File: src/rtl/fps_pkg.sv
package fps_pkg;

    // command-set modes
    typedef enum logic [2:0] {
        M_ARRAY   = 3'd0,
        M_LOCKREG = 3'd1,
        M_PWD     = 3'd2,
        M_PPB     = 3'd3,
        M_PPBLK   = 3'd4,
        M_DYB     = 3'd5
    } mode_e;

    // position inside a multi-cycle sequence
    typedef enum logic [2:0] {
        P_IDLE = 3'd0,
        P_UNL1 = 3'd1,
        P_UNL2 = 3'd2,
        P_EXIT = 3'd3,
        P_PGM  = 3'd4,
        P_ERA  = 3'd5
    } phase_e;

    localparam int SECT_LSB   = 16;
    localparam int PWD_BYTES  = 8;
    localparam int PWD_IDX_W  = $clog2(PWD_BYTES);

    localparam logic [15:0] UNL_ADDR_A = 16'h0AAA;
    localparam logic [15:0] UNL_ADDR_B = 16'h0555;
    localparam logic [7:0]  UNL_DATA_A = 8'hAA;
    localparam logic [7:0]  UNL_DATA_B = 8'h55;

    localparam logic [7:0]  CODE_LOCKREG = 8'h40;
    localparam logic [7:0]  CODE_PWD     = 8'h60;
    localparam logic [7:0]  CODE_PPB     = 8'hC0;
    localparam logic [7:0]  CODE_PPBLK   = 8'h50;
    localparam logic [7:0]  CODE_DYB     = 8'hE0;

    localparam logic [7:0]  CMD_EXIT_A   = 8'h90;
    localparam logic [7:0]  CMD_EXIT_B   = 8'h00;
    localparam logic [7:0]  CMD_PGM      = 8'hA0;
    localparam logic [7:0]  CMD_ERA_SET  = 8'h80;
    localparam logic [7:0]  CMD_ERA_GO   = 8'h30;
    localparam logic [7:0]  ARG_SET      = 8'h00;
    localparam logic [7:0]  ARG_CLR      = 8'h01;

    localparam logic [7:0]  STAT_PROT    = 8'h00;
    localparam logic [7:0]  STAT_OPEN    = 8'h01;

    // one-cycle update strobes produced by the sequencer
    typedef struct packed {
        logic                 dyb_set;
        logic                 dyb_clr;
        logic                 ppb_pgm;
        logic                 ppb_erase;
        logic                 freeze;
        logic                 lock_pgm;
        logic                 pwd_pgm;
        logic [7:0]           data;
        logic [PWD_IDX_W-1:0] byte_idx;
    } act_t;

    function automatic mode_e code_to_mode(input logic [7:0] code);
        case (code)
            CODE_LOCKREG: return M_LOCKREG;
            CODE_PWD:     return M_PWD;
            CODE_PPB:     return M_PPB;
            CODE_PPBLK:   return M_PPBLK;
            CODE_DYB:     return M_DYB;
            default:      return M_ARRAY;
        endcase
    endfunction

    function automatic logic [7:0] stat_byte(input logic prot);
        return prot ? STAT_PROT : STAT_OPEN;
    endfunction

    // both mode-lock bits written to zero in one program: rejected
    function automatic logic lock_pgm_rejected(input logic [7:0] d);
        return ~d[1] & ~d[2];
    endfunction

endpackage

File: src/rtl/fps_seq.sv
module fps_seq
    import fps_pkg::*;
(
    input  logic        clk,
    input  logic        rst,
    input  logic        wr_en,
    input  logic [15:0] wr_lo_addr,
    input  logic [7:0]  wr_byte,
    output mode_e       mode_o,
    output phase_e      phase_o,
    output act_t        act_o
);

    mode_e  mode_q,  mode_d;
    phase_e phase_q, phase_d;
    act_t   act;

    always_comb begin
        mode_d       = mode_q;
        phase_d      = phase_q;
        act          = '0;
        act.data     = wr_byte;
        act.byte_idx = wr_lo_addr[PWD_IDX_W-1:0];
        if (wr_en) begin
            if (mode_q == M_ARRAY) begin
                case (phase_q)
                    P_UNL1: begin
                        if (wr_lo_addr == UNL_ADDR_B && wr_byte == UNL_DATA_B)
                            phase_d = P_UNL2;
                        else
                            phase_d = P_IDLE;
                    end
                    P_UNL2: begin
                        phase_d = P_IDLE;
                        if (wr_lo_addr == UNL_ADDR_A)
                            mode_d = code_to_mode(wr_byte);
                    end
                    default: begin
                        if (wr_lo_addr == UNL_ADDR_A && wr_byte == UNL_DATA_A)
                            phase_d = P_UNL1;
                        else
                            phase_d = P_IDLE;
                    end
                endcase
            end else begin
                case (phase_q)
                    P_EXIT: begin
                        phase_d = P_IDLE;
                        if (wr_byte == CMD_EXIT_B)
                            mode_d = M_ARRAY;
                    end
                    P_PGM: begin
                        phase_d = P_IDLE;
                        case (mode_q)
                            M_DYB: begin
                                act.dyb_set = (wr_byte == ARG_SET);
                                act.dyb_clr = (wr_byte == ARG_CLR);
                            end
                            M_PPB:   act.ppb_pgm = (wr_byte == ARG_SET);
                            M_PPBLK: act.freeze  = (wr_byte == ARG_SET);
                            M_LOCKREG: begin
                                if (lock_pgm_rejected(wr_byte))
                                    mode_d = M_ARRAY;
                                else
                                    act.lock_pgm = 1'b1;
                            end
                            M_PWD:   act.pwd_pgm = 1'b1;
                            default: ;
                        endcase
                    end
                    P_ERA: begin
                        phase_d       = P_IDLE;
                        act.ppb_erase = (wr_byte == CMD_ERA_GO);
                    end
                    default: begin
                        if (wr_byte == CMD_EXIT_A)
                            phase_d = P_EXIT;
                        else if (wr_byte == CMD_PGM)
                            phase_d = P_PGM;
                        else if (wr_byte == CMD_ERA_SET && mode_q == M_PPB)
                            phase_d = P_ERA;
                        else
                            phase_d = P_IDLE;
                    end
                endcase
            end
        end
    end

    always_ff @(posedge clk) begin
        if (rst) begin
            mode_q  <= M_ARRAY;
            phase_q <= P_IDLE;
        end else begin
            mode_q  <= mode_d;
            phase_q <= phase_d;
        end
    end

    assign mode_o  = mode_q;
    assign phase_o = phase_q;
    assign act_o   = act;

endmodule

File: src/rtl/fps_prot_bits.sv
module fps_prot_bits
    import fps_pkg::*;
#(
    parameter  int SECT_W = 4,
    localparam int N_SECT = 1 << SECT_W
) (
    input  logic              clk,
    input  logic              rst,
    input  act_t              act,
    input  logic [SECT_W-1:0] sect,
    input  logic              frozen,
    output logic [N_SECT-1:0] dyb_q,
    output logic [N_SECT-1:0] ppb_q
);

    logic unused_act;
    assign unused_act = ^{act.freeze, act.lock_pgm, act.pwd_pgm, act.data, act.byte_idx};

    for (genvar g = 0; g < N_SECT; g++) begin : g_sect
        logic hit;
        assign hit = (sect == SECT_W'(g));

        always_ff @(posedge clk) begin
            if (rst)
                dyb_q[g] <= 1'b0;
            else if (act.dyb_set && hit)
                dyb_q[g] <= 1'b1;
            else if (act.dyb_clr && hit)
                dyb_q[g] <= 1'b0;
        end

        always_ff @(posedge clk) begin
            if (rst)
                ppb_q[g] <= 1'b0;
            else if (!frozen) begin
                if (act.ppb_erase)
                    ppb_q[g] <= 1'b0;
                else if (act.ppb_pgm && hit)
                    ppb_q[g] <= 1'b1;
            end
        end
    end

endmodule

File: src/rtl/fps_regs.sv
module fps_regs
    import fps_pkg::*;
(
    input  logic                      clk,
    input  logic                      rst,
    input  act_t                      act,
    output logic [7:0]                lock_q,
    output logic [PWD_BYTES-1:0][7:0] pwd_q,
    output logic                      frozen_q
);

    logic unused_act;
    assign unused_act = ^{act.dyb_set, act.dyb_clr, act.ppb_pgm, act.ppb_erase};

    always_ff @(posedge clk) begin
        if (rst)
            lock_q <= 8'hFF;
        else if (act.lock_pgm)
            lock_q <= lock_q & act.data;
    end

    always_ff @(posedge clk) begin
        if (rst)
            frozen_q <= 1'b0;
        else if (act.freeze)
            frozen_q <= 1'b1;
    end

    for (genvar g = 0; g < PWD_BYTES; g++) begin : g_pwd
        always_ff @(posedge clk) begin
            if (rst)
                pwd_q[g] <= 8'hFF;
            else if (act.pwd_pgm && act.byte_idx == PWD_IDX_W'(g))
                pwd_q[g] <= pwd_q[g] & act.data;
        end
    end

endmodule

File: src/rtl/flash_prot_seq.sv
module flash_prot_seq
    import fps_pkg::*;
#(
    parameter  int ADDR_W = 20,
    localparam int SECT_W = ADDR_W - SECT_LSB,
    localparam int N_SECT = 1 << SECT_W
) (
    input  logic              clk,
    input  logic              rst,
    input  logic              wr_en,
    input  logic [ADDR_W-1:0] wr_addr,
    input  logic [15:0]       wr_data,
    input  logic [ADDR_W-1:0] rd_addr,
    output logic [7:0]        rd_data,
    output logic              rd_array,
    output logic [N_SECT-1:0] prot_dyn,
    output logic [N_SECT-1:0] prot_ppb
);

    mode_e                     mode_q;
    phase_e                    phase_q;
    act_t                      act;
    logic [SECT_W-1:0]         wr_sect;
    logic [SECT_W-1:0]         rd_sect;
    logic [7:0]                lock_q;
    logic [PWD_BYTES-1:0][7:0] pwd_q;
    logic                      frozen;
    logic                      unused_bits;

    assign wr_sect     = wr_addr[ADDR_W-1:SECT_LSB];
    assign rd_sect     = rd_addr[ADDR_W-1:SECT_LSB];
    assign unused_bits = ^{wr_data[15:8], rd_addr[SECT_LSB-1:PWD_IDX_W]};

    fps_seq u_seq (
        .clk        (clk),
        .rst        (rst),
        .wr_en      (wr_en),
        .wr_lo_addr (wr_addr[15:0]),
        .wr_byte    (wr_data[7:0]),
        .mode_o     (mode_q),
        .phase_o    (phase_q),
        .act_o      (act)
    );

    fps_prot_bits #(.SECT_W(SECT_W)) u_bits (
        .clk    (clk),
        .rst    (rst),
        .act    (act),
        .sect   (wr_sect),
        .frozen (frozen),
        .dyb_q  (prot_dyn),
        .ppb_q  (prot_ppb)
    );

    fps_regs u_regs (
        .clk      (clk),
        .rst      (rst),
        .act      (act),
        .lock_q   (lock_q),
        .pwd_q    (pwd_q),
        .frozen_q (frozen)
    );

    always_comb begin
        case (mode_q)
            M_LOCKREG: rd_data = lock_q;
            M_PWD:     rd_data = pwd_q[rd_addr[PWD_IDX_W-1:0]];
            M_PPB:     rd_data = stat_byte(prot_ppb[rd_sect]);
            M_PPBLK:   rd_data = stat_byte(frozen);
            M_DYB:     rd_data = stat_byte(prot_dyn[rd_sect]);
            default:   rd_data = 8'h00;
        endcase
    end

    assign rd_array = (mode_q == M_ARRAY);

endmodule

File: config.mk
export PLATFORM = sky130hd
export DESIGN_NAME = flash_prot_seq
export DESIGN_NICKNAME = d
export VERILOG_FILES = /design/src/rtl/fps_pkg.sv /design/src/rtl/fps_seq.sv /design/src/rtl/fps_prot_bits.sv /design/src/rtl/fps_regs.sv /design/src/rtl/flash_prot_seq.sv
export SDC_FILE = /design/constraint.sdc
export NUM_CORES = 1
export LEC_CHECK = 0
export ABC_AREA = 1
export BUFFER_PORTS_ARGS = -buffer_cell sky130_fd_sc_hd__buf_2
export CAP_MARGIN = 40
export CORE_MARGIN = 4
export CORE_UTILIZATION = 40
export CTS_CLUSTER_SIZE = 40
export DETAILED_ROUTE_END_ITERATION = 16
export GPL_TIMING_DRIVEN = 0
export HOLD_SLACK_MARGIN = 0.12
export SLEW_MARGIN = 20
export SYNTH_ARGS = -nofsm -noshare
export SYNTH_HDL_FRONTEND = slang
export SYNTH_HIERARCHICAL = 1
export SYNTH_SLANG_ARGS = --single-unit
File: constraint.sdc
create_clock -name clk -period 1.5 [get_ports clk]
set_clock_uncertainty 0.15 [all_clocks]
set_input_delay 0.15 -clock clk [delete_from_list [all_inputs] [get_ports clk]]
set_output_delay 0.15 -clock clk [all_outputs]
set_load 0.1 [all_outputs]
Word level (Yosys, flattened, before mapping)
Index checks and enable logic that the tools add are counted.
- register bits: 111
- magnitude comparators: 2
- equality and inequality tests: 51
- muxes and demuxes: 101
- bitwise gates (word level): 13
- reductions and logical operators: 114
- operators by type and width (cell ; count):
    2-to-1 mux 1 bit ; 76
    bitwise AND 8 bit ; 9
    nonzero test 2 bit ; 32
    logical AND 1 bit ; 59
    == test 8 bit, second input constant ; 6
    case mux 8 bit (5 select lines) ; 1
    2-to-1 mux 3 bit ; 13
    == test 4 bit, second input constant ; 8
    == test 8 x 7 -> 1 bit, second input constant ; 4
    AND reduction 2 bit ; 16
    binary-select mux 8 bit (select 3 bit) ; 1
    == test 3 bit, second input constant ; 8
    == test 3 x 2 -> 1 bit, second input constant ; 6
    == test 16 x 11 -> 1 bit, second input constant ; 1
    == test 16 x 12 -> 1 bit, second input constant ; 1
    == test 4 x 3 -> 1 bit, second input constant ; 4
    case mux 3 bit (5 select lines) ; 1
    2-to-1 mux 7 bit ; 2
    case mux 3 bit (2 select lines) ; 2
    == test 3 x 1 -> 1 bit, second input constant ; 3
    binary-select mux 1 bit (select 4 bit) ; 2
    == test 4 x 2 -> 1 bit, second input constant ; 2
    == test 8 x 1 -> 1 bit, second input constant ; 1
    == test 8 x 6 -> 1 bit, second input constant ; 1
    other kinds (16) ; 22

Logic depth before layout (Yosys ltp)
Gate-level depths: netlist of run 1.
- word-level depth: 10
- mapped depth: 11
- depth with buffers taken out: 10

Hierarchy
The synthesis of run 1 kept the hierarchy.
- modules (own cells, without submodules) (module ; instances ; cells each ; area each (µm²) ; seq. area each (µm²)):
    fps_regs ; 1 ; 430 ; 2965.3 ; 1461.4
    fps_prot_bits ; 1 ; 186 ; 1328.8 ; 640.6
    flash_prot_seq ; 1 ; 242 ; 1137.3 ; 0.0
    fps_seq ; 1 ; 165 ; 889.6 ; 120.1

Least setup slack after synthesis of run 1
No wires, ideal clock.
- path type: reg-to-output
- from: reg u_bits.dyb_q[12]
- to: out rd_data[0]
- arrival: 2.130 ns
- data required time: 1.200 ns
- path slack: -0.930 ns
- stages on the path, launching flop included: 8
- buffers on the path: 0
- cells stage by stage: dfxtp_1 -> inv_1 -> nand2_1 -> nand3_1 -> nand3_1 -> nand3_1 -> nand3_1 -> nand3_1
- word-level cells in the longest chain between the ends: 4
- ends and longest elaborated chain (element ; RTL line ; source):
    from (decl) ; fps_prot_bits.sv:12 ; output logic [N_SECT-1:0] dyb_q,
    from (signal, indexed assignment) ; fps_prot_bits.sv:25 ; dyb_q[g] <= 1'b0;
    from (signal, indexed assignment) ; fps_prot_bits.sv:27 ; dyb_q[g] <= 1'b1;
    from (signal, indexed assignment) ; fps_prot_bits.sv:29 ; dyb_q[g] <= 1'b0;
    binary-select mux 1 bit (select 4 bit) ; flash_prot_seq.sv:70 ; M_DYB: rd_data = stat_byte(prot_dyn[rd_sect]);
    2-to-1 mux 1 bit (not written as such) ; flash_prot_seq.sv:70 ;
    2-to-1 mux 1 bit ; fps_pkg.sv:74 ; return prot ? STAT_PROT : STAT_OPEN;
    case mux 8 bit (5 select lines) ; flash_prot_seq.sv:65 ; case (mode_q)
    to (decl) ; flash_prot_seq.sv:14 ; output logic [7:0] rd_data,
No other way between the ends. The select of a mux whose other input is x is not followed.

Final worst setup path of run 1
- from: reg u_seq.mode_q[1], in the netlist u_seq/mode_o[1]
- to: out rd_data[0]
- word-level cells in the longest chain between the ends: 2
- elaborated cells between the ends (all ways): 6
- ends and longest elaborated chain (element ; RTL line ; source):
    from (decl) ; fps_seq.sv:14 ; mode_e mode_q, mode_d;
    from (signal assigned) ; fps_seq.sv:95 ; mode_q <= mode_d;
    == test 3 bit (tied with other cells) ; flash_prot_seq.sv:65 ;
    case mux 8 bit (5 select lines) (*) ; flash_prot_seq.sv:65 ;
Mark *: on every way between the ends. The rest lies on a longest branch, timed or not.

==> metrics.cfg, run 1 <==
[drt]
ant_nets=0
via_per_inst=5.118
dr.pass1.iters=5
wl_per_cell_um=16.01
wl_met3_mm=1.089
drt_iter0_markers=529
drc=0
routed.top_layer=met4
wl_met1_mm=9.604
met2WireLength_mm=10.98
drt_wl_total_mm=22.18
dr_total_vias=7089

[place]
hpwl_mm=15.35
dp.cells=1306
gp_congestion=0.9598
io_buffer_count=72
post-place-ws_ns=-0.6185

[clock_network]
cts_buffers=9
clockBufferDepth=2
cts.sinks=111
clk_pin_slew_worst_paths_ns=0.08
clk_latency_ns=0.35
cts_tree=yes
htree_levels=3
clock-root-buffer=clkbuf_16

[die]
coreArea_um2=15310
dieHeight_um=133.7
ios=100
die-area_um2=17880
start_util_pct=41.27
row_count=45
die-width_um=133.7

[synthesis]
synth_fp_nets=1082
yosysWarnings=6
synth_compound_gate_area_share_pct=8.432
netlist_instances=1023
syn_area_per_cell_um2=6.179
synth_top_family_by_area=simple AND/OR/NAND/NOR gates
synth_cell_types=32
ys_ff_latch=111
syn_area_um2=6321
ys_seq_area_share_pct=35.15
synth_xor_area_share_pct=0
synth_mux_area_share_pct=0
synth-simple-area-share_pct=42.64
synth_adder_area_share_pct=0

[min_path]
worstHoldStart=wr_addr[17]
worstHoldPathType=in2reg

[run_status]
status=finished with violations
violations=negative setup slack

[grt]
grt_use_total_pct=23.76
antenna_found_initial=0
grt_pass1_wl_mm=34.06
grt_overflow=0
first_global_vias=6437
grt_max_degree=20

[sta]
fin_crit_ns=1.961
tightestPinTransition_ns=0.8290
fin_ws_ns=-0.4612
hold_slack_ns=0.1620
finalMaxSlewViolations=0
finalHoldViolations=0
relSlewSlack_pct=44.73
period_share_pct=130.7
finalSetupViolCount=116
rsz0062_at_grt=true
timing.fmax_ghz=0.5099

[critical_path]
critPathLaunch=u_seq/mode_o[1]
cp.required_ns=1.20
reg2regPathDepth=10
worstSetupPathType=reg2out
r2r_end=u_regs/pwd_q[23]
r2r_setup_slack_ns=-0.29
crit_end=rd_data[0]
crit_path_end_kind=primary output
crit_arrival_ns=1.66
crit_fanout=8
r2r_start=u_seq/phase_o[1]
critPathLaunchType=flip-flop

[final_layout]
fill_cells=1448
n_antenna_cell=0
stdcell_count=1385
layout.nets=1228
final_core_util_pct=61.38
syn2layout_area_growth_pct=48.71
layout_common_cells=nand2_1 (257), inv_1 (110), nor2_1 (89)
mostFrequentLayoutCell=nand2_1
drive_gt1_share_pct=38.84

[power]
powerDensity_nw_per_um2=668.4
vdd_drop_max_v=0.0006325
leakage_nw=4.232

[run]
max_cap_viol_count=0

metrics by stage:
step	power [mW]	area (um^2)	setup TNS, ns
floorplan	3.417	6544	-0.6014
global placement	3.631	7168	-34.27
detailed placement	3.631	7168	-33.86
CTS	6.274	8368	-29.17
global route	6.536	9400	-34.08
finish	6.283	9400	-24.10
metal layers:
metal,vias to the layer above,global-route usage (%)
met4,0,5.257
met5,-,0
met2,221,41.02
met3,38,4.116
li1,3531,-
met1,3299,31.07
worst min-delay path by stage:
stage,cells after the start,slack [ns],to
after CTS,6,0.13,u_seq/phase_o[0]
after global routing,5,0.16,u_bits/ppb_q[2]
after global placement,2,0.29,u_seq/phase_o[2]
after floorplan,1,0.06,u_seq/phase_o[2]
after detailed placement,2,0.29,u_regs/pwd_q[7]
final,5,0.16,u_bits/dyb_q[10]
cells in the mapped netlist (all sizes together):
cell type	number	area, um^2
nor3	13	70.07
nor4	2	12.51
dfxtp	111	2222
o211ai	12	90.09
nand4	9	56.30
o21bai	1	11.26
nor2	110	455.4
o221ai	2	17.52
buf	38	287.8
and2	1	6.260
nand3	171	868.3
a21oi	37	192.7
nand2	318	1219
clkbuf	21	80.07
nand3b	1	7.510
inv	130	495.5
clkinv	2	7.510
o21ai	43	215.2
a31oi	1	6.260
sequential cells by signal (all words and copies together) (netlist names):
name and cells:
u_bits/ppb_q 16, u_regs/frozen_q 1, u_seq/mode_o 3, u_regs/pwd_q 64, u_seq/phase_o 3, u_bits/dyb_q 16, u_regs/lock_q 8
repair_timing:
| item | CTS | global route |
|---|---|---|
| hold endpoints to repair | 18 | 0 |
| pin swaps | 22 | 102 |
| gates cloned | 3 | 5 |
| setup buffers | 22 | 13 |
| hold buffers | 22 | 0 |
| gates resized for setup | 118 | 238 |
| setup endpoints to repair | 113 | 119 |
report_power, final:
group	internal, mW	switching, mW
logic	0.249	0.502
clock network	1.42	1.17
registers	2.93	0.00242
critical path, stage by stage (launching register included):
cell,delay [ns]
dfxtp_4,0.38
inv_4,0.04
nor3_4,0.21
buf_12,0.16
nand3_2,0.11
nand2_1,0.09
inv_2,0.04
nand3_4,0.09
buf_12,0.18
cell type report:
cell class                      instances  area [um^2]  share of cell area [%]
Multi-Input combinational cell        721         4257                   45.28
Buffer                                 59        478.0                   5.085
Clock inverter                          6        70.07                  0.7454
Tap cell                              211        264.0                   2.808
Inverter                              132        558.0                   5.936
Timing Repair Buffer                  135         1219                   12.96
Sequential cell                       111         2305                   24.52
Clock buffer                           10        250.2                   2.662
kinds of logic (layout without fill, tap and decap cells):
group	after synthesis	count (layout)
buffers and inverters	191	342
DFF	111	111
AOI/OAI and AO/OA	96	96
and+or+nand+nor	625	625
Power figures use the tool's default switching activity.
==> run 2, diff against run 1 <==
--- a/config.mk
+++ b/config.mk
@@ -5,7 +5,6 @@
 export SDC_FILE = /design/constraint.sdc
 export NUM_CORES = 1
 export LEC_CHECK = 0
-export ABC_AREA = 1
 export BUFFER_PORTS_ARGS = -buffer_cell sky130_fd_sc_hd__buf_2
 export CAP_MARGIN = 40
 export CORE_MARGIN = 4
==> run 2 against run 1 <==
Effect of this change: the run still ends with negative setup slack left; sequential share of layout area increased by 5.3 points; clock power shrank 13%; fmax decreased by 14%; synthesized cell count down 45%; final area shrank 17%; power decreased by 8.9%; routed wire length decreased by 26%; area after synthesis is 14% lower; largest cell class unchanged; via count is 30% lower; die area shrank 14%.
==> metrics.cfg, run 2 <==
[sta]
period_share_pct=151.9  ; +21 points
fin_ws_ns=-0.7783  ; -0.3172 ns
finalSetupViolCount=120  ; +3.4%
fin_crit_ns=2.278  ; +0.3172 ns
finalMaxSlewViolations=0  ; unchanged
timing.fmax_ghz=0.4389  ; -14%
hold_slack_ns=0.1208  ; -0.04118 ns
relSlewSlack_pct=37.67  ; -7.1 points
tightestPinTransition_ns=0.9315  ; +0.1025 ns
rsz0062_at_grt=true
finalHoldViolations=0  ; unchanged

[min_path]
worstHoldPathType=in2reg
worstHoldStart=wr_addr[19]
holdPathEnd=u_bits/ppb_q[2]
hold_depth=4  ; -1

[final_layout]
layout_common_cells=nor2_1 (85), buf_2 (70), dfxtp_1 (70)
largest_reg_flops=64  ; unchanged
top_register=u_regs/pwd_q
drive_gt1_share_pct=53.60  ; +15 points
final_core_util_pct=58.88  ; -2.5 points
stdcell_area_um2=7797  ; -17%
mostFrequentLayoutCell=nor2_1
layout.nets=763  ; -38%
n_antenna_cell=0  ; unchanged
reg.largest.list=u_regs/pwd_q (64), u_bits/dyb_q (16), u_bits/ppb_q (16)
syn2layout_area_growth_pct=44.13

[synthesis]
syn_area_um2=5410  ; -14%
synth_area_leaders=dfxtp_1 (41%), mux4_2 (7.9%), a21oi_1 (7.6%)
synth_fp_nets=626  ; -42%
synth-edff-count=0  ; unchanged
yosysMostFrequentCell=dfxtp_1
yosysWarnings=6  ; unchanged
ys_seq_area_share_pct=41.07  ; +5.9 points
yosysTopAreaCellShare_pct=41.07  ; +5.9 points
async_reset_ff_share_pct=0  ; unchanged
netlist_instances=567  ; -45%
syn_area_per_cell_um2=9.542  ; +54%
synth_ff_type=dfxtp_1
synth_cell_types=58  ; +81%
ys_ff_latch=111  ; unchanged
synthTopCellsByCount=dfxtp_1 (111), nor2_1 (99), a21oi_1 (82)
synth_top_area_cell=dfxtp_1

[power]
vdd_drop_max_v=0.0005673  ; -10%
leakage_nw=2.955  ; -30%
powerDensity_nw_per_um2=734.3  ; +9.9%

[critical_path]
cp.buffers_inverters=1  ; -3
crit_slowest_cell=mux4_2
worst-path-stages=5  ; -3
crit_path_end_kind=primary output
reg2regPathDepth=8  ; -2
critPathLaunch=u_bits/dyb_q[3]
slowest_delay_ns=0.51  ; +0.13 ns
crit_fanout=3  ; -5
cp_top_family=multiplexers
critPathLaunchType=flip-flop
r2r_end=u_bits/dyb_q[10]
crit_chain=mux2i_1 > mux4_2 > a22o_1 > a211o_4 > buf_12
r2r_start=u_seq/phase_o[2]
worstSetupPathType=reg2out
cp.required_ns=1.20  ; about the same
crit_arrival_ns=1.98  ; +0.32 ns
r2r_setup_slack_ns=-0.62  ; -0.33 ns

[run_status]
violations=negative setup slack
status=finished with violations

[die]
coreArea_um2=13240  ; -14%
dieHeight_um=124.3  ; -7.0%
row_count=42  ; -6.7%
ios=100  ; unchanged
start_util_pct=40.85  ; -0.42 points
die-area_um2=15450  ; -14%
die-width_um=124.3  ; -7.0%

[drt]
dr.pass1.iters=4  ; -1
wl_per_cell_um=18.56  ; +16%
drc=0  ; unchanged
ant_nets=0  ; unchanged
dr_total_vias=4975  ; -30%
drt_iter0_markers=320  ; -40%
via_per_inst=5.621  ; +9.8%
drt_wl_total_mm=16.43  ; -26%

[clock_network]
clock-root-buffer=clkbuf_16
clockBufferDepth=2  ; unchanged
clk_latency_ns=0.35  ; about the same
clk_pin_slew_worst_paths_ns=0.07  ; about the same
htree_levels=3  ; unchanged
cts_tree=yes
cts.sinks=111  ; unchanged
cts_buffers=9  ; unchanged

[place]
hpwl_mm=10.82  ; -30%
postPlaceCellArea_um2=6230  ; -13%
io_buffer_count=73  ; +1.4%
gp_congestion=0.8758  ; -8.8%

[run]
max_cap_viol_count=0  ; unchanged

[grt]
first_global_vias=5040  ; -22%
grt_use_total_pct=20.28  ; -3.5 points
grt_max_degree=19  ; -5.0%
grt_overflow=0  ; unchanged
antenna_found_initial=0  ; unchanged
grt_pass1_wl_mm=25.86  ; -24%

[run 2: power breakdown]
part           switching (mW)  total [mW]  leakage [nW]  internal, mW
Sequential            0.00428        2.91         0.922          2.91
Clock                    1.12        2.26         0.140          1.14
Combinational           0.325       0.549          1.89         0.224
[run 2: worst reg2reg max path: cells and delay by family (launching register included)]
kind	cells	cell delay, ns
buf+inv	2	0.35
simple gates	5	0.95
flops	1	0.35
compound gates	1	0.22
[run 2: layer usage]
| layer | wire length, um | track usage, % |
|---|---|---|
| met4 | 213 | 4.900 |
| met5 | 0 | 0 |
| met1 | 7190 | 27.13 |
| met2 | 8106 | 33.78 |
| met3 | 920 | 4.074 |
[run 2: cell type report]
cell class | count | area (um^2)
Buffer | 47 | 412.9
Clock buffer | 10 | 229.0
Clock inverter | 6 | 41.29
Fill cell | 1144 | 5445
Inverter | 6 | 22.52
Multi-Input combinational cell | 402 | 3501
Sequential cell | 111 | 2328
Tap cell | 176 | 220.2
Timing Repair Buffer | 127 | 1042
[run 2: cell families (layout without fill, tap and decap cells)]
kind of cell | after synthesis | after routing | share of synthesized area, %
flip-flops | 111 | 111 | 41.07
multiplexers | 40 | 40 | 11.86
buffers and inverters | 54 | 196 | 6.938
XOR/XNOR | 2 | 2 | 0.3238
AO/OA/AOI/OAI | 139 | 139 | 15.75
AND/OR/NAND/NOR | 221 | 221 | 24.05
[run 2: metrics by stage]
| step | setup TNS, ns | cells | total power, mW | worst slack (ns) |
|---|---|---|---|---|
| after global routing | -55.22 | 885 | 5.908 | -0.8343 |
| after floorplan | -23.38 | 567 | 3.275 | -0.5096 |
| after detailed placement | -65.64 | 816 | 3.434 | -1.099 |
| final | -47.76 | 885 | 5.725 | -0.7783 |
| after CTS | -46.13 | 863 | 5.705 | -0.7851 |
| after global placement | -61.83 | 816 | 3.427 | -1.141 |
[run 2: worst max-delay path by stage]
stage,slack (ns),endpoint
3_3_place_gp,-1.14,rd_data[0]
4_1_cts,-0.79,rd_data[0]
2_1_floorplan,-0.51,rd_data[0]
3_5_place_dp,-1.10,rd_data[0]
6_report,-0.78,rd_data[0]
5_1_grt,-0.83,rd_data[0]
[run 2: timing repair]
item,in CTS,in global routing
buffers inserted,20,17
pin swaps,51,35
hold buffers,11,0
gates cloned,1,2
endpoints found under the hold margin,9,0
endpoints found under the setup margin,120,120
gates resized for setup,119,97
==> run 3, diff against run 2 <==
--- a/config.mk
+++ b/config.mk
@@ -13,6 +13,7 @@
 export DETAILED_ROUTE_END_ITERATION = 16
 export GPL_TIMING_DRIVEN = 0
 export HOLD_SLACK_MARGIN = 0.12
+export REMOVE_ABC_BUFFERS = 1
 export SLEW_MARGIN = 20
 export SYNTH_ARGS = -nofsm -noshare
 export SYNTH_HDL_FRONTEND = slang
==> run 3 against run 2 <==
Effect of this change: routed wire length decreased by 0.68%; highest routed layer unchanged; critical path type unchanged; power increased by 3.5%; the flow still finishes with violations (negative setup slack); sequential cell count unchanged; non-clock buffer count decreased by 43; largest cell class unchanged.
==> metrics.cfg, run 3 (synthesis gave the netlist of run 2 again) <==
[final_layout]
stdcell_count=842  ; -4.9%
stdcell_area_um2=7159  ; -8.2%
drive_gt1_share_pct=40.54  ; -13 points
multiInputGateArea_um2=3253  ; -7.1%
syn2layout_area_growth_pct=32.33
fill_cells=1205  ; +5.3%
seq_area_um2=2260  ; -3.0%
final_core_util_pct=54.06  ; -4.8 points
mostFrequentLayoutCell=dfxtp_1
reg.largest.list=u_regs/pwd_q (64), u_bits/dyb_q (16), u_bits/ppb_q (16)
top_register=u_regs/pwd_q
largest_reg_flops=64  ; unchanged
layout.nets=720  ; -5.6%
n_antenna_cell=0  ; unchanged
layout_common_cells=dfxtp_1 (91), nor2_1 (85), a21oi_1 (74)

[drt]
dr_total_vias=4872  ; -2.1%
ant_nets=0  ; unchanged
dr.pass1.iters=5  ; +1
drc=0  ; unchanged
drt_iter0_markers=461  ; +44%
drt_wl_total_mm=16.32  ; -0.68%
wl_per_cell_um=19.38  ; +4.4%
via_per_inst=5.786  ; +2.9%

[die]
coreArea_um2=13240  ; unchanged
die-width_um=124.3  ; unchanged
row_count=42  ; unchanged
ios=100  ; unchanged
start_util_pct=40.85  ; unchanged
dieHeight_um=124.3  ; unchanged
die-area_um2=15450  ; unchanged

[power]
p_switching_mw=1.474  ; +1.5%
clkPwrFrac_pct=42.1  ; +2.5 points
powerDensity_nw_per_um2=827.5  ; +13%
power_frac_seq_pct=49.7  ; -1.2 points
sw_frac_of_total_pct=24.88  ; -0.47 points
p_comb_share_pct=8.2  ; -1.4 points
vdd_drop_max_v=0.0005955  ; +5.0%
leakage_nw=2.613  ; -12%
p_int_mw=4.450  ; +4.1%
p_total_mw=5.924  ; +3.5%

[critical_path]
crit_path_end_kind=primary output
worstSetupPathType=reg2out
cp.required_ns=1.20  ; about the same
critPathLaunchType=flip-flop
crit_arrival_ns=1.94  ; -0.04 ns
crit_fanout=3  ; unchanged

[clock_network]
clk_pin_slew_worst_paths_ns=0.08  ; about the same
cts_tree=yes
clockBufferDepth=2  ; unchanged
cts_buffers=9  ; unchanged
clock-root-buffer=clkbuf_16
clk_latency_ns=0.36  ; about the same
cts.sinks=111  ; unchanged
htree_levels=3  ; unchanged

[run_status]
violations=negative setup slack
status=finished with violations

[sta]
tightestPinTransition_ns=0.6733  ; -0.2583 ns
hold_slack_ns=0.1426  ; +0.02182 ns
timing.fmax_ghz=0.4460  ; +1.6%
period_share_pct=149.5  ; -2.4 points
fin_crit_ns=2.242  ; -0.03638 ns
finalSetupViolCount=119  ; -0.83%
finalMaxSlewViolations=0  ; unchanged
rsz0062_at_grt=true
fin_ws_ns=-0.7420  ; +0.03638 ns
finalHoldViolations=0  ; unchanged
relSlewSlack_pct=54.84  ; +17 points
fin_tns_setup_ns=-60.17  ; -12.41 ns

[grt]
antenna_found_initial=0  ; unchanged
first_global_vias=4706  ; -6.6%
grt_use_total_pct=20.14  ; -0.14 points
grt_max_degree=75  ; +56
grt_overflow=0  ; unchanged
grt_pass1_wl_mm=25.45  ; -1.6%

[place]
post-place-ws_ns=-1.087  ; +0.01183 ns
gp_congestion=0.8803  ; +0.51%
hpwl_mm=9.501  ; -12%
postPlaceCellArea_um2=5737  ; -7.9%
dp.cells=778  ; -4.7%
io_buffer_count=78  ; +6.8%

[run]
max_cap_viol_count=0  ; unchanged

[min_path]
worstHoldPathType=in2reg

run 3: changes by cell type in the layout (fill, tap and decap cells not counted), moves of 9 or more:
cell and change:
a21oi_1 +54, a21oi_2 -54, buf_2 -13, buf_4 -27, buf_6 -9, dfxtp_1 +21, dfxtp_4 -17, nand2_1 -11
nand2_2 +10
run 3: power groups by stage:
stage	Sequential, mW	Combinational (mW)	Clock [mW]
2_1_floorplan	3.02	0.140	0
3_3_place_gp	3.02	0.358	0
6_report	2.94	0.488	2.49
3_5_place_dp	3.02	0.380	0
5_1_grt	2.94	0.521	2.67
4_1_cts	2.94	0.437	2.53
run 3: what timing repair did:
item / in CTS / in global routing
resized for setup: 98 / 109
endpoints found under the hold margin: 30 / 1
pin swaps: 25 / 33
endpoints found under the setup margin: 121 / 135
hold buffers: 14 / 1
gates cloned: 1 / 1
buffers inserted: 17 / 15
run 3: layout make-up:
cell class	count	share of cell area, %
timing repair buffer	131	15.31
multi-input combinational	402	45.44
tap	176	3.076
clock buffer	10	3.198
clock inverter	6	1.101
inverter	6	0.3146
sequential	111	31.56
run 3: final timing paths:
check / from / to / slack, ns / depth (start not counted)
setup / recovery: u_bits/dyb_q[6] / rd_data[0] / -0.74 / 5
hold / removal: wr_data[3] / u_seq/phase_o[2] / 0.14 / 5
setup reg to reg: u_seq/phase_o[2] / u_bits/dyb_q[1] / -0.62 / 8
hold reg to reg: u_regs/lock_q[5] / u_regs/lock_q[5] / 0.31 / 1
run 3: layer usage:
layer	GRT usage [%]	wire, um	vias up
li1	-	-	2250
met1	27.05	6979	2383
met2	32.16	7789	201
met3	4.588	1153	38
met4	6.576	395	0
met5	0	0	-
run 3: worst max-delay path, stage by stage (launching register included):
cell and delay (ns):
dfxtp_1 0.38, mux2i_1 0.09, mux4_2 0.48, a22o_1 0.19, a211o_1 0.26, buf_12 0.18
